File: src/rtl/intarb_pkg.sv
package intarb_pkg;
   localparam int unsigned SRC_N     = 20;
   localparam int unsigned CODE_W    = 5;
   localparam int unsigned CODE_BASE = 6;
   localparam int unsigned SEL_RST   = 6;
endpackage

File: src/rtl/intarb_selreg.sv
module intarb_selreg #(
   parameter int unsigned CODE_W  = 5,
   parameter int unsigned SEL_RST = 6
) (
   input  logic              clk,
   input  logic              rst_n,
   input  logic              imask,
   input  logic              we,
   input  logic [CODE_W-1:0] wdata,
   output logic [CODE_W-1:0] sel_q
);
   initial begin
      if (SEL_RST >= (1 << CODE_W)) $error("SEL_RST does not fit CODE_W");
   end

   logic accept;
   assign accept = we & imask;

   always_ff @(posedge clk or negedge rst_n) begin
      if (!rst_n)
         sel_q <= CODE_W'(SEL_RST);
      else if (accept)
         sel_q <= wdata;
   end
endmodule

File: src/rtl/intarb_promo_dec.sv
module intarb_promo_dec #(
   parameter int unsigned SRC_N     = 20,
   parameter int unsigned CODE_W    = 5,
   parameter int unsigned CODE_BASE = 6
) (
   input  logic [CODE_W-1:0] sel,
   output logic [SRC_N-1:0]  promo
);
   initial begin
      if (CODE_BASE + SRC_N > (1 << CODE_W)) $error("source codes exceed CODE_W");
      if (SRC_N < 2) $error("SRC_N must be at least 2");
   end

   logic [SRC_N-1:0] hit;
   logic             reserved;

   for (genvar i = 0; i < SRC_N; i++) begin : g_hit
      assign hit[i] = (sel == CODE_W'(CODE_BASE + i));
   end

   assign reserved = ~|hit;
   // reserved codes fall back to the source at bit 0
   assign promo = {hit[SRC_N-1:1], hit[0] | reserved};
endmodule

File: src/rtl/intarb_prienc.sv
module intarb_prienc #(
   parameter int unsigned N  = 20,
   parameter int unsigned IW = $clog2(N)
) (
   input  logic [N-1:0]  vec,
   output logic          found,
   output logic [IW-1:0] idx
);
   always_comb begin
      idx = '0;
      for (int i = N - 1; i >= 0; i--) begin
         if (vec[i]) idx = IW'(i);
      end
   end
   assign found = |vec;
endmodule

File: src/rtl/intarb_top.sv
module intarb_top #(
   parameter int unsigned SRC_N     = intarb_pkg::SRC_N,
   parameter int unsigned CODE_W    = intarb_pkg::CODE_W,
   parameter int unsigned CODE_BASE = intarb_pkg::CODE_BASE,
   parameter int unsigned SEL_RST   = intarb_pkg::SEL_RST
) (
   input  logic              clk,
   input  logic              rst_n,
   input  logic [SRC_N-1:0]  irq_req,
   input  logic              imask,
   input  logic [CODE_W-1:0] psel_wdata,
   input  logic              psel_we,
   output logic [CODE_W-1:0] psel_rdata,
   output logic [CODE_W-1:0] win_code,
   output logic              win_valid
);
   localparam int unsigned IW = $clog2(SRC_N);

   initial begin
      if (IW > CODE_W) $error("index wider than code");
   end

   logic [CODE_W-1:0] sel_q;
   logic [SRC_N-1:0]  promo;
   logic [SRC_N-1:0]  promo_req;
   logic              p_found, f_found;
   logic [IW-1:0]     p_idx, f_idx, g_idx;

   intarb_selreg #(.CODE_W(CODE_W), .SEL_RST(SEL_RST)) u_sel (
      .clk(clk), .rst_n(rst_n), .imask(imask), .we(psel_we),
      .wdata(psel_wdata), .sel_q(sel_q)
   );

   intarb_promo_dec #(.SRC_N(SRC_N), .CODE_W(CODE_W), .CODE_BASE(CODE_BASE)) u_dec (
      .sel(sel_q), .promo(promo)
   );

   assign promo_req = promo & irq_req;

   intarb_prienc #(.N(SRC_N), .IW(IW)) u_penc (
      .vec(promo_req), .found(p_found), .idx(p_idx)
   );

   intarb_prienc #(.N(SRC_N), .IW(IW)) u_fenc (
      .vec(irq_req), .found(f_found), .idx(f_idx)
   );

   assign g_idx      = p_found ? p_idx : f_idx;
   assign win_valid  = f_found & ~imask;
   assign win_code   = win_valid ? (CODE_W'(g_idx) + CODE_W'(CODE_BASE)) : '0;
   assign psel_rdata = sel_q;
endmodule

File: config.mk
export PLATFORM = sky130hd
export DESIGN_NAME = intarb_top
export DESIGN_NICKNAME = d
export VERILOG_FILES = /design/src/rtl/intarb_pkg.sv /design/src/rtl/intarb_selreg.sv /design/src/rtl/intarb_promo_dec.sv /design/src/rtl/intarb_prienc.sv /design/src/rtl/intarb_top.sv
export SDC_FILE = /design/constraint.sdc
export NUM_CORES = 1
export LEC_CHECK = 0
export BUFFER_PORTS_ARGS = -buffer_cell sky130_fd_sc_hd__buf_4
export CORE_MARGIN = 1.5
export CORE_UTILIZATION = 44
export DETAILED_ROUTE_END_ITERATION = 8
export MAX_ROUTING_LAYER = met4
export PLACE_DENSITY = 0.84
export SLEW_MARGIN = 20
export SYNTH_ARGS = -nofsm -noshare
export SYNTH_HDL_FRONTEND = slang
export SYNTH_SLANG_ARGS = --single-unit
File: constraint.sdc
create_clock -name clk -period 2.5 [get_ports clk]
set_clock_uncertainty 0.2 [all_clocks]
set_input_delay 0.5 -clock clk [delete_from_list [all_inputs] [get_ports clk]]
set_output_delay 0.5 -clock clk [all_outputs]
set_load 0.02 [all_outputs]
==> out/qor.yml, run 1 <==
run_status:
  status: "finished, violations left"
  violations: "negative setup slack"
min_path:
  hold_depth: 2
  hp-start: "psel_wdata[1]"
  holdPathEnd: "u_sel.sel_q[1]"
  hold_path_class: "in2reg"
clock_tree:
  cts_tree: "built"
  cts_sinks: 5
  clk_path_buf_depth: 2
  cts_buffers: 3
  path_clk_slew_ps: 70
  clk_latency_ps: 250
  h-tree-depth: 1
  cts_root_buf: "clkbuf_4"
synthesis:
  synthDistinctLibCells: 48
  ys_seq_elements: 5
  synth-seq-area-share: 0.1275
  postSynthCellCount: 122
  yosysWarnings: 0
  syn_avg_cell_area_sq_um: 8.205
  synth_edf_count: 0
  ys.flop_type: "dfrtp_1"
  synthArstFlopShare: 1.000
  netlist_area_sq_um: 1001
  synth_nets: 152
floorplan:
  die_width_um: 50.70
  initial_utilization: 0.4614
  fp.dieH_um: 50.70
  fp-row-count: 17
  coreArea_sq_um: 2170
  dieArea_sq_um: 2570
  io_pins: 40
place:
  portBuffers: 39
  gp_congestion: 0.9674
  dp_hpwl_mm: 3.042
finish:
  reg_top3: "u_sel.sel_q x5"
  multi_input_area_sq_um: 1008
  largest_register: "u_sel.sel_q"
  largest_register_ffs: 5
  syn2layout_area_growth_pct: 102.4
  nets: 251
  diodes: 0
  final_util: 0.9337
  n_fill_cell: 68
  seq_area_sq_um: 128.9
  layout-drive-gt1-share: 0.6682
global_route:
  grt_use_met2: 0.6930
  use_met3: 0.05357
  grt_use_met1: 0.4220
  grt_pass1_wl_mm: 7.100
  overflow: 0
  grt_start_max_net_pins: 10
  grt_pass1_vias: 1529
  grt_usage: 0.3823
  grt-busiest-layer: "met2"
  antenna_found_initial: 0
pwr:
  combPwrFrac: 0.749
  p_clk_frac: 0.117
  switchingPower_mw: 0.4245
  p_leak_nw: 0.9291
  power_per_cell_area_nw_per_um2: 473.7
  seq_power_share: 0.134
  vdd_drop_max_mv: 0.5416
  switching_share: 0.4424
  power.internal_mw: 0.5351
timing:
  maxSlewHeadroom: 0.5484
  drv_slew: 0
  rsz0062_at_grt: "yes"
  final_hold_viol_count: 0
  fmax_mhz: 300.5
  setup_slack_ps: -827.5
  tightestPinTransition_ps: 666.9
  period_share: 1.331
  finalSetupViolCount: 6
  hold_slack_ps: 282.3
  fin_crit_ps: 3327
flow_run:
  cap_violations: 0
route:
  totalWireLength_mm: 6.258
  avgRoutedWirePerCell_um: 25.23
  first_iter_violations: 92
  vias: 1701
  drtPass1Iterations: 4
  drc: 0
  viasPerCell: 6.859
  drt.antenna.violating_nets: 0
worst_setup_path:
  cp_cell_sequence: "buf_6, mux2i_1, nor3b_1, o21ai_1, nor4b_4, a31oi_4, ha_4, xnor2_4, nor2_4, buf_6"
  cp.required_ps: 1800
  worstRegToRegCells: 4
  crit_path_frequent_cell: "buf_6"
  critical_path.top_delay_family: "simple AND/OR/NAND/NOR gates"
  cp-start-kind: "flip-flop"
  timing.rr.end: "u_sel.sel_q[0]"
  rrSetupSlack_ps: 1060
  arrival_ps: 2630
  cp-end-kind: "output pin"
  crit_buf_inv: 2
  cp_max_fo: 4
  max_stage_delay_ps: 430
  crit_slowest_cell: "dfrtp_2"
  critPathKind: "reg2out"
  regToRegStartpoint: "u_sel.sel_q[0]"
[cell usage after synthesis, drive strengths merged, types with 2 or more instances]
cell	count	area, sq um
nor3b	6	45.04
a31oi	4	31.28
nor3	2	10.01
clkbuf	2	7.510
nor4b	2	32.53
mux2i	6	60.06
nor2	13	48.80
o21ai	3	15.01
nand3	4	20.02
nand2	8	30.03
dfstp	2	52.55
mux2	9	105.1
nor4bb	2	20.02
nor4	5	31.28
dfrtp	3	75.07
nand2b	3	26.27
or2	2	12.51
nor2b	2	12.51
inv	8	30.03
o41ai	2	17.52
a21oi	6	30.03
mux4	2	45.04
a21o	3	22.52
o311ai	2	17.52
o211ai	2	15.01
buf	3	21.27
[final cells by class]
type,instances,share of cell area
inverters,8,0.01482
well taps,28,0.01729
multi-input cells,104,0.4978
flip-flops and latches,5,0.06362
clock buffers,4,0.01297
repair buffers,99,0.3935
[metal layers]
metal,vias to the layer above,part of all wire,wire length [um]
met5,-,0,0
met4,0,0.11,699
met3,76,0.13,802
met1,760,0.31,1948
met2,195,0.45,2807
li1,670,-,-
[power groups by stage]
stage,clock network (mW),registers (mW),logic (mW)
after floorplan,0,0.131,0.283
after global placement,0,0.131,0.497
after detailed placement,0,0.133,0.514
after CTS,0.101,0.121,0.583
after global routing,0.120,0.128,0.737
final,0.113,0.128,0.719
[how the worst max path moves through the flow]
stage                     slack, ps            from  cells past startpoint           to
after floorplan                -280  u_sel.sel_q[0]                      9  win_code[3]
after global placement         -450  u_sel.sel_q[0]                      9  win_code[3]
after detailed placement       -520     irq_req[19]                      9  win_code[3]
after CTS                      -610  u_sel.sel_q[0]                     10  win_code[3]
after global routing          -1020     irq_req[15]                     10  win_code[3]
final                          -830  u_sel.sel_q[0]                     10  win_code[3]
[cells by family after synthesis]
family | after synthesis | share of synthesized area
and+or+nand+nor | 54 | 0.3250
adders and majority gates | 1 | 0.01250
AOI/OAI and AO/OA | 31 | 0.2575
DFF | 5 | 0.1275
xor gates and xnor gates | 1 | 0.008752
buffers and inverters | 13 | 0.05875
muxes | 17 | 0.2100
[stage by stage]
| stage | worst slack [ps] | cell area, sq um | instances | setup TNS (ps) | power [mW] |
|---|---|---|---|---|---|
| 2_1_floorplan | -283.0 | 1051 | 122 | -680.3 | 0.4137 |
| 3_3_place_gp | -452.5 | 1700 | 230 | -1634 | 0.6280 |
| 3_5_place_dp | -520.7 | 1700 | 230 | -1929 | 0.6464 |
| 4_1_cts | -605.2 | 1862 | 246 | -2693 | 0.8047 |
| 5_1_grt | -1023 | 2026 | 248 | -4538 | 0.9848 |
| 6_report | -827.5 | 2026 | 248 | -3825 | 0.9595 |
[what timing repair did]
action                                 4_1_cts  5_1_grt
buffers inserted                            11        3
resized for setup                           11       33
pin swaps                                    7       10
setup endpoints to repair                    6        6
cloned                                       0        0
endpoints found under the hold margin        3        0
hold buffers                                 1        0
[layout by cell type (no fill, tap or decap), types with 2 or more instances in the layout]
master / instances
a21o_1: 2
a21oi_1: 5
a31oi_1: 3
buf_4: 85
buf_6: 11
clkbuf_4: 3
dfrtp_1: 2
dfstp_2: 2
inv_1: 7
mux2_2: 6
mux2_4: 3
mux2i_1: 4
mux4_2: 2
nand2_1: 6
nand2_2: 2
nand2b_1: 2
nand3_1: 2
nand3_2: 2
nor2_1: 6
nor2_4: 6
nor2b_1: 2
nor3b_1: 6
nor4_1: 3
nor4_4: 2
o211ai_1: 2
o21ai_0: 2
o41ai_1: 2
Power figures use the tool's default switching activity.
==> inputs of run 2 (changes only) <==
--- a/config.mk
+++ b/config.mk
@@ -11,6 +11,7 @@
 export DETAILED_ROUTE_END_ITERATION = 8
 export MAX_ROUTING_LAYER = met4
 export PLACE_DENSITY = 0.84
+export REMOVE_ABC_BUFFERS = 1
 export SLEW_MARGIN = 20
 export SYNTH_ARGS = -nofsm -noshare
 export SYNTH_HDL_FRONTEND = slang
==> run 2 against run 1 <==
Flip-flop and latch count did not move. Via count fell by 16%. Critical path depth fell by 2. The flow still finishes with violations (negative setup slack). Sequential power rose by 6%. Die area did not move.
==> out/qor.yml, run 2 (same netlist as run 1, synthesis figures left out) <==
worst_setup_path:
  critPathKind: "reg2out"
  cp-end-kind: "output pin"
  critical_path.top_delay_family: "simple AND/OR/NAND/NOR gates"
  cp.required_ps: 1800  # about the same
  arrival_ps: 2480  # -150 ps
  cp_cell_sequence: "nor4bb_1, a22oi_4, nand2b_4, nor4b_4, a31oi_2, ha_2, nor2_1, buf_4"
  worstRegToRegCells: 3  # -1
  cp-start-kind: "flip-flop"
  crit_slowest_cell: "dfstp_2"
  max_stage_delay_ps: 660  # +230 ps
  cp_max_fo: 10  # +6
  crit_buf_inv: 1  # -1
  path_depth: 8  # -2
run_status:
  violations: "negative setup slack"
  status: "finished, violations left"
floorplan:
  fp.dieH_um: 50.70  # unchanged
  fp-row-count: 17  # unchanged
  die_width_um: 50.70  # unchanged
  coreArea_sq_um: 2170  # unchanged
  dieArea_sq_um: 2570  # unchanged
  initial_utilization: 0.4614  # unchanged
  io_pins: 40  # unchanged
route:
  vias: 1422  # -16%
  drc: 0  # unchanged
  avgRoutedWirePerCell_um: 17.36  # -31%
  drtPass1Iterations: 4  # unchanged
  drt.antenna.violating_nets: 0  # unchanged
  viasPerCell: 5.950  # -13%
  first_iter_violations: 49  # -47%
  totalWireLength_mm: 4.150  # -34%
pwr:
  p_clk_frac: 0.115  # -0.002
  switchingPower_mw: 0.3133  # -26%
  power.internal_mw: 0.4744  # -11%
  switching_share: 0.3978  # -0.04458
  vdd_drop_max_mv: 0.4466  # -18%
  power_per_cell_area_nw_per_um2: 425.1  # -10%
  p_leak_nw: 0.8593  # -7.5%
  combPwrFrac: 0.713  # -0.036
  seq_power_share: 0.173  # +0.039
global_route:
  grt_start_max_net_pins: 13  # +3
  grt_usage: 0.3169  # -0.06536
  overflow: 0  # unchanged
  grt_pass1_wl_mm: 6.023  # -15%
  grt_pass1_vias: 1403  # -8.2%
  antenna_found_initial: 0  # unchanged
timing:
  fin_crit_ps: 3181  # -146.2 ps
  fmax_mhz: 314.3  # +4.6%
  maxSlewHeadroom: 0.6228  # +0.07444
  drv_slew: 0  # unchanged
  hold_slack_ps: 293.0  # +10.68 ps
  tightestPinTransition_ps: 558.6  # -108.2 ps
  rsz0062_at_grt: "yes"
  period_share: 1.272  # -0.05850
  final_hold_viol_count: 0  # unchanged
  finalSetupViolCount: 6  # unchanged
  setup_slack_ps: -681.2  # +146.2 ps
place:
  dp_hpwl_mm: 2.946  # -3.2%
  pre_cts_ws_ps: -531.6  # -10.85 ps
  gp_congestion: 1.022  # +5.7%
  portBuffers: 39  # unchanged
finish:
  syn2layout_area_growth_pct: 85.13
  diodes: 0  # unchanged
  layout-drive-gt1-share: 0.6019  # -0.06629
  largest_register_ffs: 5  # unchanged
  reg_top3: "u_sel.sel_q x5"
  largest_register: "u_sel.sel_q"
  seq_area_sq_um: 128.9  # unchanged
  final_cell_mix: "79 x buf_4, 12 x nor2_1, 7 x nand2_1, 7 x mux2_2, 7 x inv_1"
  nets: 242  # -3.6%
  n_fill_cell: 115  # +69%
  mostFrequentLayoutCell: "buf_4"
  multi_input_area_sq_um: 874.6  # -13%
clock_tree:
  path_clk_slew_ps: 40  # -30 ps
  cts_tree: "built"
  cts_buffers: 3  # unchanged
  clk_latency_ps: 230  # -20 ps
  h-tree-depth: 1  # unchanged
  cts_root_buf: "clkbuf_4"
  clk_path_buf_depth: 2  # unchanged
  cts_sinks: 5  # unchanged
flow_run:
  cap_violations: 0  # unchanged
min_path:
  hold_path_class: "in2reg"
  hold_depth: 2  # unchanged
run 2: final cells by class:
class | count | area share
well taps | 28 | 0.01891
clock buffers | 4 | 0.01418
repair buffers | 90 | 0.4092
flip-flops and latches | 5 | 0.06955
inverters | 8 | 0.01621
multi-input cells | 104 | 0.4720
run 2: routing by layer:
layer  GRT usage  vias up  part of all wire
met3    0.008929       10             0.075
met5           -        -                 0
met4      0.1306        0             0.020
met1      0.3394      676              0.35
li1            -      653                 -
met2      0.6075       83              0.55
run 2: power by group through the flow:
stage	Clock, mW	Combinational, mW	Sequential (mW)
floorplan	0	0.212	0.152
global placement	0	0.457	0.125
detailed placement	0	0.472	0.129
CTS	0.0950	0.516	0.129
global route	0.0967	0.596	0.138
finish	0.0903	0.561	0.136
run 2: metrics by stage:
step	TNS [ps]	utilization	std cells	instance area (sq um)	total power [mW]
global placement	-1912	0.7526	225	1633	0.5823
global route	-4130	0.8541	239	1853	0.8302
CTS	-2958	0.8068	235	1750	0.7398
detailed placement	-2317	0.7526	225	1633	0.6012
floorplan	-2279	-	117	972.2	0.3645
finish	-3273	0.8541	239	1853	0.7877
run 2: repair_timing:
action / in CTS / in global routing
gates resized for setup: 5 / 18
buffers inserted: 4 / 6
pin swaps: 7 / 12
hold endpoints to repair: 3 / 0
gates cloned: 1 / 0
hold buffers: 1 / 0
setup endpoints to repair: 6 / 6
run 2: final timing paths:
path	start	to	slack, ps
min in group asynchronous	rst_n	u_sel.sel_q[3]	400
setup / recovery	u_sel.sel_q[1]	win_code[2]	-680
setup reg to reg	u_sel.sel_q[0]	u_sel.sel_q[0]	1160
hold reg to reg	u_sel.sel_q[1]	u_sel.sel_q[1]	520
hold / removal	psel_wdata[3]	u_sel.sel_q[3]	290
max in group asynchronous	rst_n	u_sel.sel_q[1]	1500
